`config.mk`:
```
export PLATFORM = sky130hd
export DESIGN_NAME = operand_fetch_seq
export DESIGN_NICKNAME = d
export VERILOG_FILES = /design/src/rtl/opf_pkg.sv /design/src/rtl/opf_ctrl.sv /design/src/rtl/opf_addr.sv /design/src/rtl/opf_result.sv /design/src/rtl/operand_fetch_seq.sv
export SDC_FILE = /design/constraint.sdc
export NUM_CORES = 1
export LEC_CHECK = 0
export BUFFER_PORTS_ARGS = -buffer_cell sky130_fd_sc_hd__buf_2
export CAP_MARGIN = 25
export CORE_ASPECT_RATIO = 0.8
export CORE_MARGIN = 2
export CORE_UTILIZATION = 58
export DETAILED_ROUTE_END_ITERATION = 10
export GPL_ROUTABILITY_DRIVEN = 0
export MAX_ROUTING_LAYER = met4
export PLACE_DENSITY = 0.83
export SETUP_SLACK_MARGIN = 0.15
export SLEW_MARGIN = 20
export SYNTH_ARGS = -nofsm -noshare
export SYNTH_HDL_FRONTEND = slang
export SYNTH_HIERARCHICAL = 1
export SYNTH_SLANG_ARGS = --single-unit
```
`constraint.sdc`:
```
create_clock -name clk -period 6.1 [get_ports clk]
set_clock_uncertainty 0.2 [all_clocks]
set_input_delay 0 -clock clk [delete_from_list [all_inputs] [get_ports clk]]
set_output_delay 0 -clock clk [all_outputs]
set_load 0.005 [all_outputs]
```
`src/rtl/opf_pkg.sv`:
```
// Package: shared types for the operand fetch sequencer.
// Assumes mode codes above the last defined one are invalid.
package opf_pkg;

    localparam int MODE_W = 4;

    // Addressing mode codes; the numeric values are the external encoding.
    typedef enum logic [MODE_W-1:0] {
        AM_IMM  = 4'd0,
        AM_ZP   = 4'd1,
        AM_ZPX  = 4'd2,
        AM_ZPY  = 4'd3,
        AM_ABS  = 4'd4,
        AM_ABSX = 4'd5,
        AM_ABSY = 4'd6,
        AM_INDX = 4'd7,
        AM_INDY = 4'd8
    } amode_e;

    // Sequencer states; each state issues at most one memory read.
    typedef enum logic [3:0] {
        ST_IDLE,
        ST_PC0,
        ST_PC1,
        ST_ZPL,
        ST_PTRL,
        ST_PTRH,
        ST_ADRH,
        ST_FIX,
        ST_RDOP,
        ST_FIN
    } seq_st_e;

    // True when the code names a defined addressing mode.
    function automatic logic mode_is_valid(input logic [MODE_W-1:0] m);
        return m <= AM_INDY;
    endfunction

endpackage

```
`src/rtl/opf_ctrl.sv`:
```
// Module: opf_ctrl
// Sequencing FSM. Accepts a start only in idle, latches the mode and
// walks the per-mode state chain. Assumes carry_i is meaningful only in
// ST_ADRH, where it selects the high-byte correction cycle.
module opf_ctrl
    import opf_pkg::*;
(
    input  logic              clk,
    input  logic              rst_n,
    input  logic              start_i,
    input  logic [MODE_W-1:0] mode_i,
    input  logic              carry_i,
    output seq_st_e           state_o,
    output logic [MODE_W-1:0] mode_o,
    output logic              accept_o,
    output logic              bad_o
);

    seq_st_e           state_q;
    seq_st_e           state_d;
    logic [MODE_W-1:0] mode_q;
    logic              bad_q;

    assign accept_o = (state_q == ST_IDLE) && start_i;

    // Next-state selection per mode
    always_comb begin
        state_d = state_q;
        unique case (state_q)
            ST_IDLE: if (start_i) state_d = ST_PC0;
            ST_PC0: begin
                if (bad_q) begin
                    state_d = ST_FIN;
                end else begin
                    case (mode_q)
                        AM_IMM:                           state_d = ST_FIN;
                        AM_ABS, AM_ABSX, AM_ABSY:         state_d = ST_PC1;
                        default:                          state_d = ST_ZPL;
                    endcase
                end
            end
            ST_ZPL:  state_d = (mode_q == AM_INDX || mode_q == AM_INDY) ? ST_PTRL : ST_RDOP;
            ST_PTRL: state_d = ST_PTRH;
            ST_PTRH: state_d = ST_ADRH;
            ST_PC1:  state_d = ST_ADRH;
            ST_ADRH: state_d = carry_i ? ST_FIX : ST_RDOP;
            ST_FIX:  state_d = ST_RDOP;
            ST_RDOP: state_d = ST_FIN;
            ST_FIN:  state_d = ST_IDLE;
            default: state_d = ST_IDLE;
        endcase
    end

    // State, mode and invalid-code registers
    always_ff @(posedge clk) begin
        if (!rst_n) begin
            state_q <= ST_IDLE;
            mode_q  <= '0;
            bad_q   <= 1'b0;
        end else begin
            state_q <= state_d;
            if (accept_o) begin
                mode_q <= mode_i;
                bad_q  <= !mode_is_valid(mode_i);
            end
        end
    end

    assign state_o = state_q;
    assign mode_o  = mode_q;
    assign bad_o   = bad_q;

endmodule

```
`src/rtl/opf_addr.sv`:
```
// Module: opf_addr
// Address datapath. Latches the index values at start, keeps the working
// address and the captured low byte, and owns the single index adder
// shared by zero-page indexing and low-byte indexing. Assumes read data
// arrives one cycle after the address was driven.
module opf_addr
    import opf_pkg::*;
#(
    parameter int ADDR_W = 16,
    parameter int DATA_W = 8
) (
    input  logic              clk,
    input  logic              rst_n,
    input  seq_st_e           state_i,
    input  logic [MODE_W-1:0] mode_i,
    input  logic              accept_i,
    input  logic [DATA_W-1:0] idx_x_i,
    input  logic [DATA_W-1:0] idx_y_i,
    input  logic [ADDR_W-1:0] pc_i,
    input  logic [DATA_W-1:0] rd_data_i,
    output logic [ADDR_W-1:0] mem_addr_o,
    output logic              pc_inc_o,
    output logic              carry_o
);

    localparam int PW = ADDR_W - DATA_W;

    logic [DATA_W-1:0] x_q;
    logic [DATA_W-1:0] y_q;
    logic [DATA_W-1:0] lo_q;
    logic [ADDR_W-1:0] adr_q;
    logic [DATA_W-1:0] idx;
    logic [DATA_W-1:0] add_a;
    logic [DATA_W:0]   sum;
    logic [DATA_W-1:0] ptr_next;

    // Index selection for the shared adder
    always_comb begin
        idx = '0;
        if (state_i == ST_ZPL) begin
            if (mode_i == AM_ZPX || mode_i == AM_INDX) idx = x_q;
            else if (mode_i == AM_ZPY)                 idx = y_q;
        end else if (state_i == ST_ADRH) begin
            if (mode_i == AM_ABSX)                         idx = x_q;
            else if (mode_i == AM_ABSY || mode_i == AM_INDY) idx = y_q;
        end
    end

    // Shared low-byte adder with carry out
    always_comb begin
        add_a = (state_i == ST_ZPL) ? rd_data_i : lo_q;
        sum   = {1'b0, add_a} + {1'b0, idx};
    end

    assign carry_o  = sum[DATA_W];
    assign ptr_next = adr_q[DATA_W-1:0] + {{(DATA_W-1){1'b0}}, 1'b1};

    // Index latches and working address registers
    always_ff @(posedge clk) begin
        if (!rst_n) begin
            x_q   <= '0;
            y_q   <= '0;
            lo_q  <= '0;
            adr_q <= '0;
        end else begin
            if (accept_i) begin
                x_q <= idx_x_i;
                y_q <= idx_y_i;
            end
            case (state_i)
                ST_ZPL:          adr_q <= {{PW{1'b0}}, sum[DATA_W-1:0]};
                ST_PC1, ST_PTRH: lo_q  <= rd_data_i;
                ST_ADRH:         adr_q <= {rd_data_i, sum[DATA_W-1:0]};
                ST_FIX:          adr_q[ADDR_W-1:DATA_W] <= adr_q[ADDR_W-1:DATA_W]
                                                          + {{(PW-1){1'b0}}, 1'b1};
                default: ;
            endcase
        end
    end

    // Read address and PC strobe per state
    always_comb begin
        pc_inc_o   = 1'b0;
        mem_addr_o = pc_i;
        case (state_i)
            ST_PC0, ST_PC1: pc_inc_o = 1'b1;
            ST_PTRL:        mem_addr_o = {{PW{1'b0}}, adr_q[DATA_W-1:0]};
            ST_PTRH:        mem_addr_o = {{PW{1'b0}}, ptr_next};
            ST_RDOP:        mem_addr_o = adr_q;
            default: ;
        endcase
    end

endmodule

```
`src/rtl/opf_result.sv`:
```
// Module: opf_result
// Result stage. Captures the final read byte in the finishing state and
// raises a one-cycle done pulse with the error flag alongside it.
// Assumes fin_i is high for exactly one cycle per sequence.
module opf_result #(
    parameter int DATA_W = 8
) (
    input  logic              clk,
    input  logic              rst_n,
    input  logic              fin_i,
    input  logic              bad_i,
    input  logic [DATA_W-1:0] rd_data_i,
    output logic [DATA_W-1:0] operand_o,
    output logic              done_o,
    output logic              err_o
);

    // Operand capture and done/error pulse generation
    always_ff @(posedge clk) begin
        if (!rst_n) begin
            operand_o <= '0;
            done_o    <= 1'b0;
            err_o     <= 1'b0;
        end else begin
            done_o <= fin_i;
            err_o  <= fin_i && bad_i;
            if (fin_i) operand_o <= rd_data_i;
        end
    end

endmodule

```
`src/rtl/operand_fetch_seq.sv`:
```
// Module: operand_fetch_seq
// Operand fetch sequencer top. Wires the control FSM, the address
// datapath and the result stage. Assumes a synchronous memory with one
// cycle of read latency and a PC owner that increments on pc_inc_o.
module operand_fetch_seq
    import opf_pkg::*;
#(
    parameter int ADDR_W = 16,
    parameter int DATA_W = 8
) (
    input  logic              clk,
    input  logic              rst_n,
    input  logic              start_i,
    input  logic [MODE_W-1:0] mode_i,
    input  logic [DATA_W-1:0] idx_x_i,
    input  logic [DATA_W-1:0] idx_y_i,
    input  logic [ADDR_W-1:0] pc_i,
    input  logic [DATA_W-1:0] rd_data_i,
    output logic [ADDR_W-1:0] mem_addr_o,
    output logic              pc_inc_o,
    output logic              done_o,
    output logic [DATA_W-1:0] operand_o,
    output logic              mode_err_o
);

    seq_st_e           state_w;
    logic [MODE_W-1:0] mode_w;
    logic              accept_w;
    logic              bad_w;
    logic              carry_w;

    opf_ctrl u_ctrl (
        .clk      (clk),
        .rst_n    (rst_n),
        .start_i  (start_i),
        .mode_i   (mode_i),
        .carry_i  (carry_w),
        .state_o  (state_w),
        .mode_o   (mode_w),
        .accept_o (accept_w),
        .bad_o    (bad_w)
    );

    opf_addr #(
        .ADDR_W (ADDR_W),
        .DATA_W (DATA_W)
    ) u_addr (
        .clk        (clk),
        .rst_n      (rst_n),
        .state_i    (state_w),
        .mode_i     (mode_w),
        .accept_i   (accept_w),
        .idx_x_i    (idx_x_i),
        .idx_y_i    (idx_y_i),
        .pc_i       (pc_i),
        .rd_data_i  (rd_data_i),
        .mem_addr_o (mem_addr_o),
        .pc_inc_o   (pc_inc_o),
        .carry_o    (carry_w)
    );

    opf_result #(
        .DATA_W (DATA_W)
    ) u_result (
        .clk       (clk),
        .rst_n     (rst_n),
        .fin_i     (state_w == ST_FIN),
        .bad_i     (bad_w),
        .rd_data_i (rd_data_i),
        .operand_o (operand_o),
        .done_o    (done_o),
        .err_o     (mode_err_o)
    );

endmodule

```
After elaboration in Yosys (flattened, before gate mapping)
Cells that the tools add are included.
{"block": "op_classes", "add_sub_neg": 3, "order_cmp": 1, "eq_ne": 17, "n_mux": 16, "reduce_logical": 13}
{"cell": "$mux 8", "n": 7}
{"cell": "$pmux 16 s3", "n": 1}
{"cell": "$eq 4x3->1 const B", "n": 8}
{"cell": "$pmux 4 s8", "n": 1}
{"cell": "$pmux 8 s3", "n": 1}
{"cell": "$add 8x1->8 const B", "n": 2}
{"cell": "$eq 4x2->1 const B", "n": 4}
{"cell": "$mux 4", "n": 4}
{"cell": "$eq 4x4->1 const B", "n": 3}
{"cell": "$add 8x8->9", "n": 1}
{"cell": "$logic_not 4->1", "n": 2}
{"cell": "$pmux 4 s2", "n": 1}
{"cell": "$reduce_or 2->1", "n": 3}
{"cell": "$eq 4x1->1 const B", "n": 1}
{"cell": "$le 4x4->1 const B", "n": 1}
{"cell": "$logic_or 1x1->1", "n": 3}
{"cell": "$reduce_bool 3->1", "n": 1}
{"cell": "$reduce_or 3->1", "n": 1}
{"cell": "$logic_and 1x1->1", "n": 2}
{"cell": "$ne 2x2->1 const B", "n": 1}
{"cell": "$logic_not 1->1", "n": 1}
{"cell": "$mux 1", "n": 1}
{"block": "word_totals", "register_bits": 59, "input_bits": 47, "output_inout_bits": 27, "word_cells": 61}

Logic depth before layout (Yosys ltp)
{"block": "logic_depth", "depth_word": 9, "mapped_depth": 15}

Cells and area by module
The synthesis kept the hierarchy.
{"module": "opf_addr", "instances": 1, "cells_each": 360, "area_per_inst_um2": 2907.8, "seq_area_each_um2": 800.8}
{"module": "opf_ctrl", "instances": 1, "cells_each": 63, "area_per_inst_um2": 508.0, "seq_area_each_um2": 180.2}
{"module": "opf_result", "instances": 1, "cells_each": 29, "area_per_inst_um2": 356.6, "seq_area_each_um2": 200.2}
{"module": "operand_fetch_seq", "instances": 1, "cells_each": 1, "area_per_inst_um2": 12.5, "seq_area_each_um2": 0.0}

Worst setup path before layout
Ideal clock, no wire load.
{"block": "synth_timing", "path_kind": "reg-to-reg", "startpoint": "register u_ctrl.state_q[0] (netlist: u_ctrl/state_o[0])", "endpoint": "register u_ctrl.state_q[1] (netlist: u_ctrl/state_o[1])", "arrival_time_ns": 3.144, "required_time_ns": 5.773, "slack_ns": 2.629, "path_stages_with_launch": 15, "path_buffers": 1, "cell_sequence": "dfxtp_1 buf_6 nand2_1 nor3_4 mux2_2 ha_1 fa_1 a211oi_1 nor2_1 o21ai_0 o21ai_0 nor2b_1 o31ai_1 a22oi_1 nor2_1"}
{"block": "synth_between", "elab_chain_cells": 6, "word_cells_on_any_way": 17, "cone_classes": "1 x add/sub; 9 x eq/ne; 5 x mux; 2 x reduce/logical"}
{"item": "from (decl)", "line": "opf_ctrl.sv:19", "rtl": "seq_st_e state_q;"}
{"item": "from (signal assigned)", "line": "opf_ctrl.sv:61", "rtl": "state_q <= state_d;"}
{"item": "$eq 4x3->1", "line": "opf_addr.sv:43", "rtl": "end else if (state_i == ST_ADRH) begin"}
{"item": "$mux 8", "line": "opf_addr.sv:43"}
{"item": "$mux 8", "line": "opf_addr.sv:40", "rtl": "if (state_i == ST_ZPL) begin"}
{"item": "$add 8x8->9 (*)", "line": "opf_addr.sv:52", "rtl": "sum = {1'b0, add_a} + {1'b0, idx};"}
{"item": "via carry_w", "line": "operand_fetch_seq.sv:30", "rtl": "logic carry_w;"}
{"item": "$mux 4 (*)", "line": "opf_ctrl.sv:46", "rtl": "ST_ADRH: state_d = carry_i ? ST_FIX : ST_RDOP;"}
{"item": "$pmux 4 s8 (*)", "line": "opf_ctrl.sv:29", "rtl": "unique case (state_q)"}
Mark *: on every way through the listed nets, which the timed path passes. The rest lies on a longest branch.
A chain may end at the register's enable or synchronous reset.

Worst setup path after layout
{"block": "layout_timing", "startpoint": "register u_ctrl.state_q[0] (netlist: u_ctrl/state_o[0])", "endpoint": "register u_ctrl.state_q[2] (netlist: u_ctrl/state_o[2])"}
The elaborated chain is that of the path after synthesis.

==> flow_results.xml <==
<?xml version="1.0" encoding="UTF-8"?>
<metrics>
  <group name="worst_setup_path">
    <metric name="worst_setup_path_end_kind" unit="">flop</metric>
    <metric name="worst_setup_path_type" unit="">flop to flop</metric>
    <metric name="timing.reg2reg.worst_path_depth" unit="">13</metric>
    <metric name="r2r_start" unit="">u_ctrl/state_o[0]</metric>
    <metric name="timing.reg2reg.setup_slack" unit="ns">1.69</metric>
    <metric name="critical_path_required" unit="ns">6.12</metric>
    <metric name="worstSetupStartpointType" unit="">flop</metric>
    <metric name="rr_endpoint" unit="">u_ctrl/state_o[2]</metric>
    <metric name="crit_arrival" unit="ns">4.44</metric>
    <metric name="critical_path_peak_fanout" unit="">29</metric>
  </group>
  <group name="place">
    <metric name="detailed_place_hpwl" unit="mm">6.71</metric>
    <metric name="postPlaceCellArea" unit="mm2">0.00414</metric>
    <metric name="placement.io_buffers" unit="">73</metric>
    <metric name="place_ws" unit="ns">1.86</metric>
  </group>
  <group name="die">
    <metric name="ios" unit="">74</metric>
    <metric name="row_count" unit="">26</metric>
    <metric name="die_h" unit="um">76.3</metric>
    <metric name="dieArea" unit="mm2">0.00719</metric>
    <metric name="die_w" unit="um">94.3</metric>
    <metric name="start_util" unit="%">59.7</metric>
    <metric name="design.core.area" unit="mm2">0.00634</metric>
  </group>
  <group name="clock_tree">
    <metric name="postCtsResizedCells" unit="">0</metric>
    <metric name="hold_buffer_count_at_cts" unit="">35</metric>
    <metric name="cts_num_sinks" unit="">59</metric>
    <metric name="cts-root-to-sink-buffers" unit="">2</metric>
    <metric name="root_buffer" unit="">clkbuf_8</metric>
    <metric name="cts_tree" unit="">built</metric>
    <metric name="cts.repair_timing.setup_buffer_count" unit="">0</metric>
    <metric name="ctsHtreeMaxLevel" unit="">3</metric>
    <metric name="cts_buffers" unit="">9</metric>
    <metric name="worst_skew_pair.late_latency" unit="ns">0.35</metric>
    <metric name="clkTransAtPathRegs" unit="ns">0.07</metric>
  </group>
  <group name="synth">
    <metric name="syn_nets" unit="">511</metric>
    <metric name="post_synth_main_area_contributors" unit="">dfxtp_1 31%, mux2i_1 8.7%, nand2_1 4.4%, nor2_1 4.4%, a22oi_1 4.0%</metric>
    <metric name="synthesis.yosys.warnings" unit="">6</metric>
    <metric name="mappedNetlistArea" unit="mm2">0.00378</metric>
    <metric name="synth_top_flop_cell" unit="">dfxtp_1</metric>
    <metric name="synth_cells" unit="">453</metric>
    <metric name="synth_edf_count" unit="">0</metric>
    <metric name="synth_sequential_area_ratio" unit="%">31.2</metric>
    <metric name="ys_seq_elements" unit="">59</metric>
    <metric name="syn_area_per_cell" unit="um2">8.36</metric>
    <metric name="synth_area_leader_cell" unit="">dfxtp_1</metric>
    <metric name="post-synth-top-area-fraction" unit="%">31.2</metric>
    <metric name="synthDistinctLibCells" unit="">69</metric>
    <metric name="asyncSetResetFlopFracSynth" unit="%">0</metric>
  </group>
  <group name="run_status">
    <metric name="status" unit="">finished clean</metric>
  </group>
  <group name="power">
    <metric name="power-per-cell-area" unit="mW/mm2">250</metric>
    <metric name="netSwitchingFraction" unit="%">33.1</metric>
    <metric name="p_comb_share" unit="%">29.8</metric>
    <metric name="leakage_component_of_the_power" unit="nW">1.91</metric>
    <metric name="peakVddDrop" unit="uV">189</metric>
    <metric name="power.switching" unit="uW">388</metric>
    <metric name="relative_contribution_of_sequential_cells_to_total_power" unit="%">39.7</metric>
    <metric name="p_int" unit="uW">786</metric>
    <metric name="share_clk_of_total_power" unit="%">30.5</metric>
  </group>
  <group name="global_route">
    <metric name="grt_max_degree" unit="">40</metric>
    <metric name="grt_antenna_before_repair" unit="">0</metric>
    <metric name="grt_pass1_vias" unit="">3816</metric>
    <metric name="grt_util_all_layers" unit="%">30.7</metric>
    <metric name="grt_pass1_wl" unit="mm">17.4</metric>
    <metric name="grt.overflow.total" unit="">0</metric>
  </group>
  <group name="hold_path">
    <metric name="hold_path.startpoint" unit="">pc_i[1]</metric>
    <metric name="hold_depth" unit="">4</metric>
    <metric name="whs_endpoint" unit="">mem_addr_o[1]</metric>
    <metric name="min-delay-path-class" unit="">input pin to primary output</metric>
  </group>
  <group name="timing">
    <metric name="worst_slew_pin_slew" unit="ns">0.954</metric>
    <metric name="postLayoutSetupSlackWorst" unit="ns">1.69</metric>
    <metric name="final_hold_viol_count" unit="">0</metric>
    <metric name="max_slew_margin" unit="%">36.3</metric>
    <metric name="fin_tns_setup" unit="ns">0</metric>
    <metric name="setup_viol_count_final" unit="">0</metric>
    <metric name="hold_ws" unit="ns">0.0553</metric>
    <metric name="final_period_minus_worst_setup_slack" unit="ns">4.41</metric>
    <metric name="max_freq" unit="MHz">227</metric>
    <metric name="final.period_utilization" unit="%">72.3</metric>
    <metric name="drv_slew" unit="">0</metric>
    <metric name="rsz0062_at_grt" unit="">no</metric>
  </group>
  <group name="cells_and_area">
    <metric name="final_area" unit="mm2">0.00469</metric>
    <metric name="layout-drive-gt1-share" unit="%">20.6</metric>
    <metric name="final_net_count" unit="">608</metric>
    <metric name="syn_to_final_growth" unit="%">23.9</metric>
    <metric name="mostFrequentLayoutCell" unit="">buf_2</metric>
    <metric name="layout.cells.most_common_list" unit="">73 x buf_2, 59 x dfxtp_1, 44 x nand2_1, 44 x nor2_1, 35 x dlygate4sd3_1</metric>
    <metric name="num_antenna_cells" unit="">0</metric>
    <metric name="n_fill_cell" unit="">473</metric>
  </group>
  <group name="route">
    <metric name="drt_pre_antenna_iters" unit="">5</metric>
    <metric name="drc_errors" unit="">0</metric>
    <metric name="route.vias.total" unit="">3975</metric>
    <metric name="routed_via_density" unit="">6.23</metric>
    <metric name="postRouteWirelength" unit="mm">10.4</metric>
    <metric name="first_iter_violations" unit="">312</metric>
    <metric name="postRouteAntennaNets" unit="">0</metric>
    <metric name="wl_per_cell" unit="um">16.3</metric>
  </group>
  <group name="job">
    <metric name="max_cap_violations" unit="">0</metric>
  </group>
</metrics>
## logic make-up (layout without fill, tap and decap cells)
family | Yosys count | in the layout | share of synthesized area, %
flops | 59 | 59 | 31.2
simple gates | 169 | 169 | 24.2
buf+inv | 33 | 134 | 4.40
xor+xnor | 5 | 5 | 1.16
mux | 42 | 42 | 11.4
compound gates | 134 | 134 | 23.8
fa+ha+maj | 11 | 11 | 3.83
## state kept, by name, indices dropped and copies added, names as in the netlist
signal / cells
u_addr/x_q: 8
u_result/done_o: 1
u_addr/y_q: 8
u_ctrl/state_o: 4
u_ctrl/mode_o: 4
u_addr/lo_q: 8
u_result/err_o: 1
u_result/operand_o: 8
u_addr/adr_q: 16
u_ctrl/bad_o: 1
## synthesized netlist by cell type (9+ instances only)
cell / n
o21ai_0: 29
ha_1: 10
dfxtp_1: 59
nor2b_1: 20
mux2_2: 9
a22oi_1: 20
mux2i_1: 33
nand2_1: 44
nor2_1: 44
clkbuf_1: 9
a21oi_1: 27
o22ai_1: 9
## worst max-delay path, stage by stage (launching register included)
cell and delay, ns:
dfxtp_1 0.95, nand2_1 0.22, nor3_4 0.41, mux2_2 0.39, ha_1 0.22, fa_1 0.45
a211oi_1 0.27, nor2_1 0.11, o21ai_0 0.24, o21ai_0 0.22, nor2b_1 0.20, o21ai_0 0.11
a22oi_1 0.23, nor2_1 0.06
## layer usage
metal | vias to the layer above | part of all wire (%) | global-route usage, %
met4 | 0 | 2.2 | 10.6
met3 | 34 | 7.8 | 9.00
met5 | - | 0 | -
met2 | 191 | 48 | 48.9
met1 | 1870 | 42 | 37.0
li1 | 1880 | - | -
## final cells by class
type / count / area, um2 / area share (%)
Clock buffer: 13 / 159 / 3.39
Inverter: 9 / 35.0 / 0.747
Clock inverter: 2 / 35.0 / 0.747
Timing Repair Buffer: 110 / 731 / 15.6
Tap cell: 84 / 105 / 2.24
Sequential cell: 59 / 1180 / 25.2
Multi-Input combinational cell: 361 / 2440 / 52.1
## power by group through the flow
stage / logic, mW / registers (mW) / clock network [mW]
6_report: 0.350 / 0.466 / 0.358
5_1_grt: 0.386 / 0.471 / 0.383
3_5_place_dp: 0.317 / 0.471 / 0
2_1_floorplan: 0.250 / 0.454 / 0
3_3_place_gp: 0.308 / 0.469 / 0
4_1_cts: 0.340 / 0.463 / 0.361
## worst max path at each step
| stage | from | end | slack [ns] | cells past startpoint |
|---|---|---|---|---|
| after global placement | u_ctrl/state_o[0] | u_ctrl/state_o[1] | 2.02 | 13 |
| final | u_ctrl/state_o[0] | u_ctrl/state_o[2] | 1.69 | 13 |
| after floorplan | u_ctrl/state_o[0] | u_ctrl/state_o[1] | 2.63 | 14 |
| after CTS | u_ctrl/state_o[0] | u_ctrl/state_o[2] | 1.84 | 13 |
| after global routing | u_ctrl/state_o[0] | u_ctrl/state_o[1] | 1.30 | 14 |
| after detailed placement | u_ctrl/state_o[0] | u_ctrl/state_o[2] | 1.86 | 13 |
## per-stage QoR
| step | instances | power [mW] | util, % |
|---|---|---|---|
| 6_report | 638 | 1.17 | 73.9 |
| 5_1_grt | 638 | 1.24 | 73.9 |
| 4_1_cts | 638 | 1.16 | 73.8 |
| 3_5_place_dp | 588 | 0.788 | 65.2 |
| 3_3_place_gp | 588 | 0.776 | 65.2 |
| 2_1_floorplan | 453 | 0.704 | - |
(Power assumes the default switching activity.)
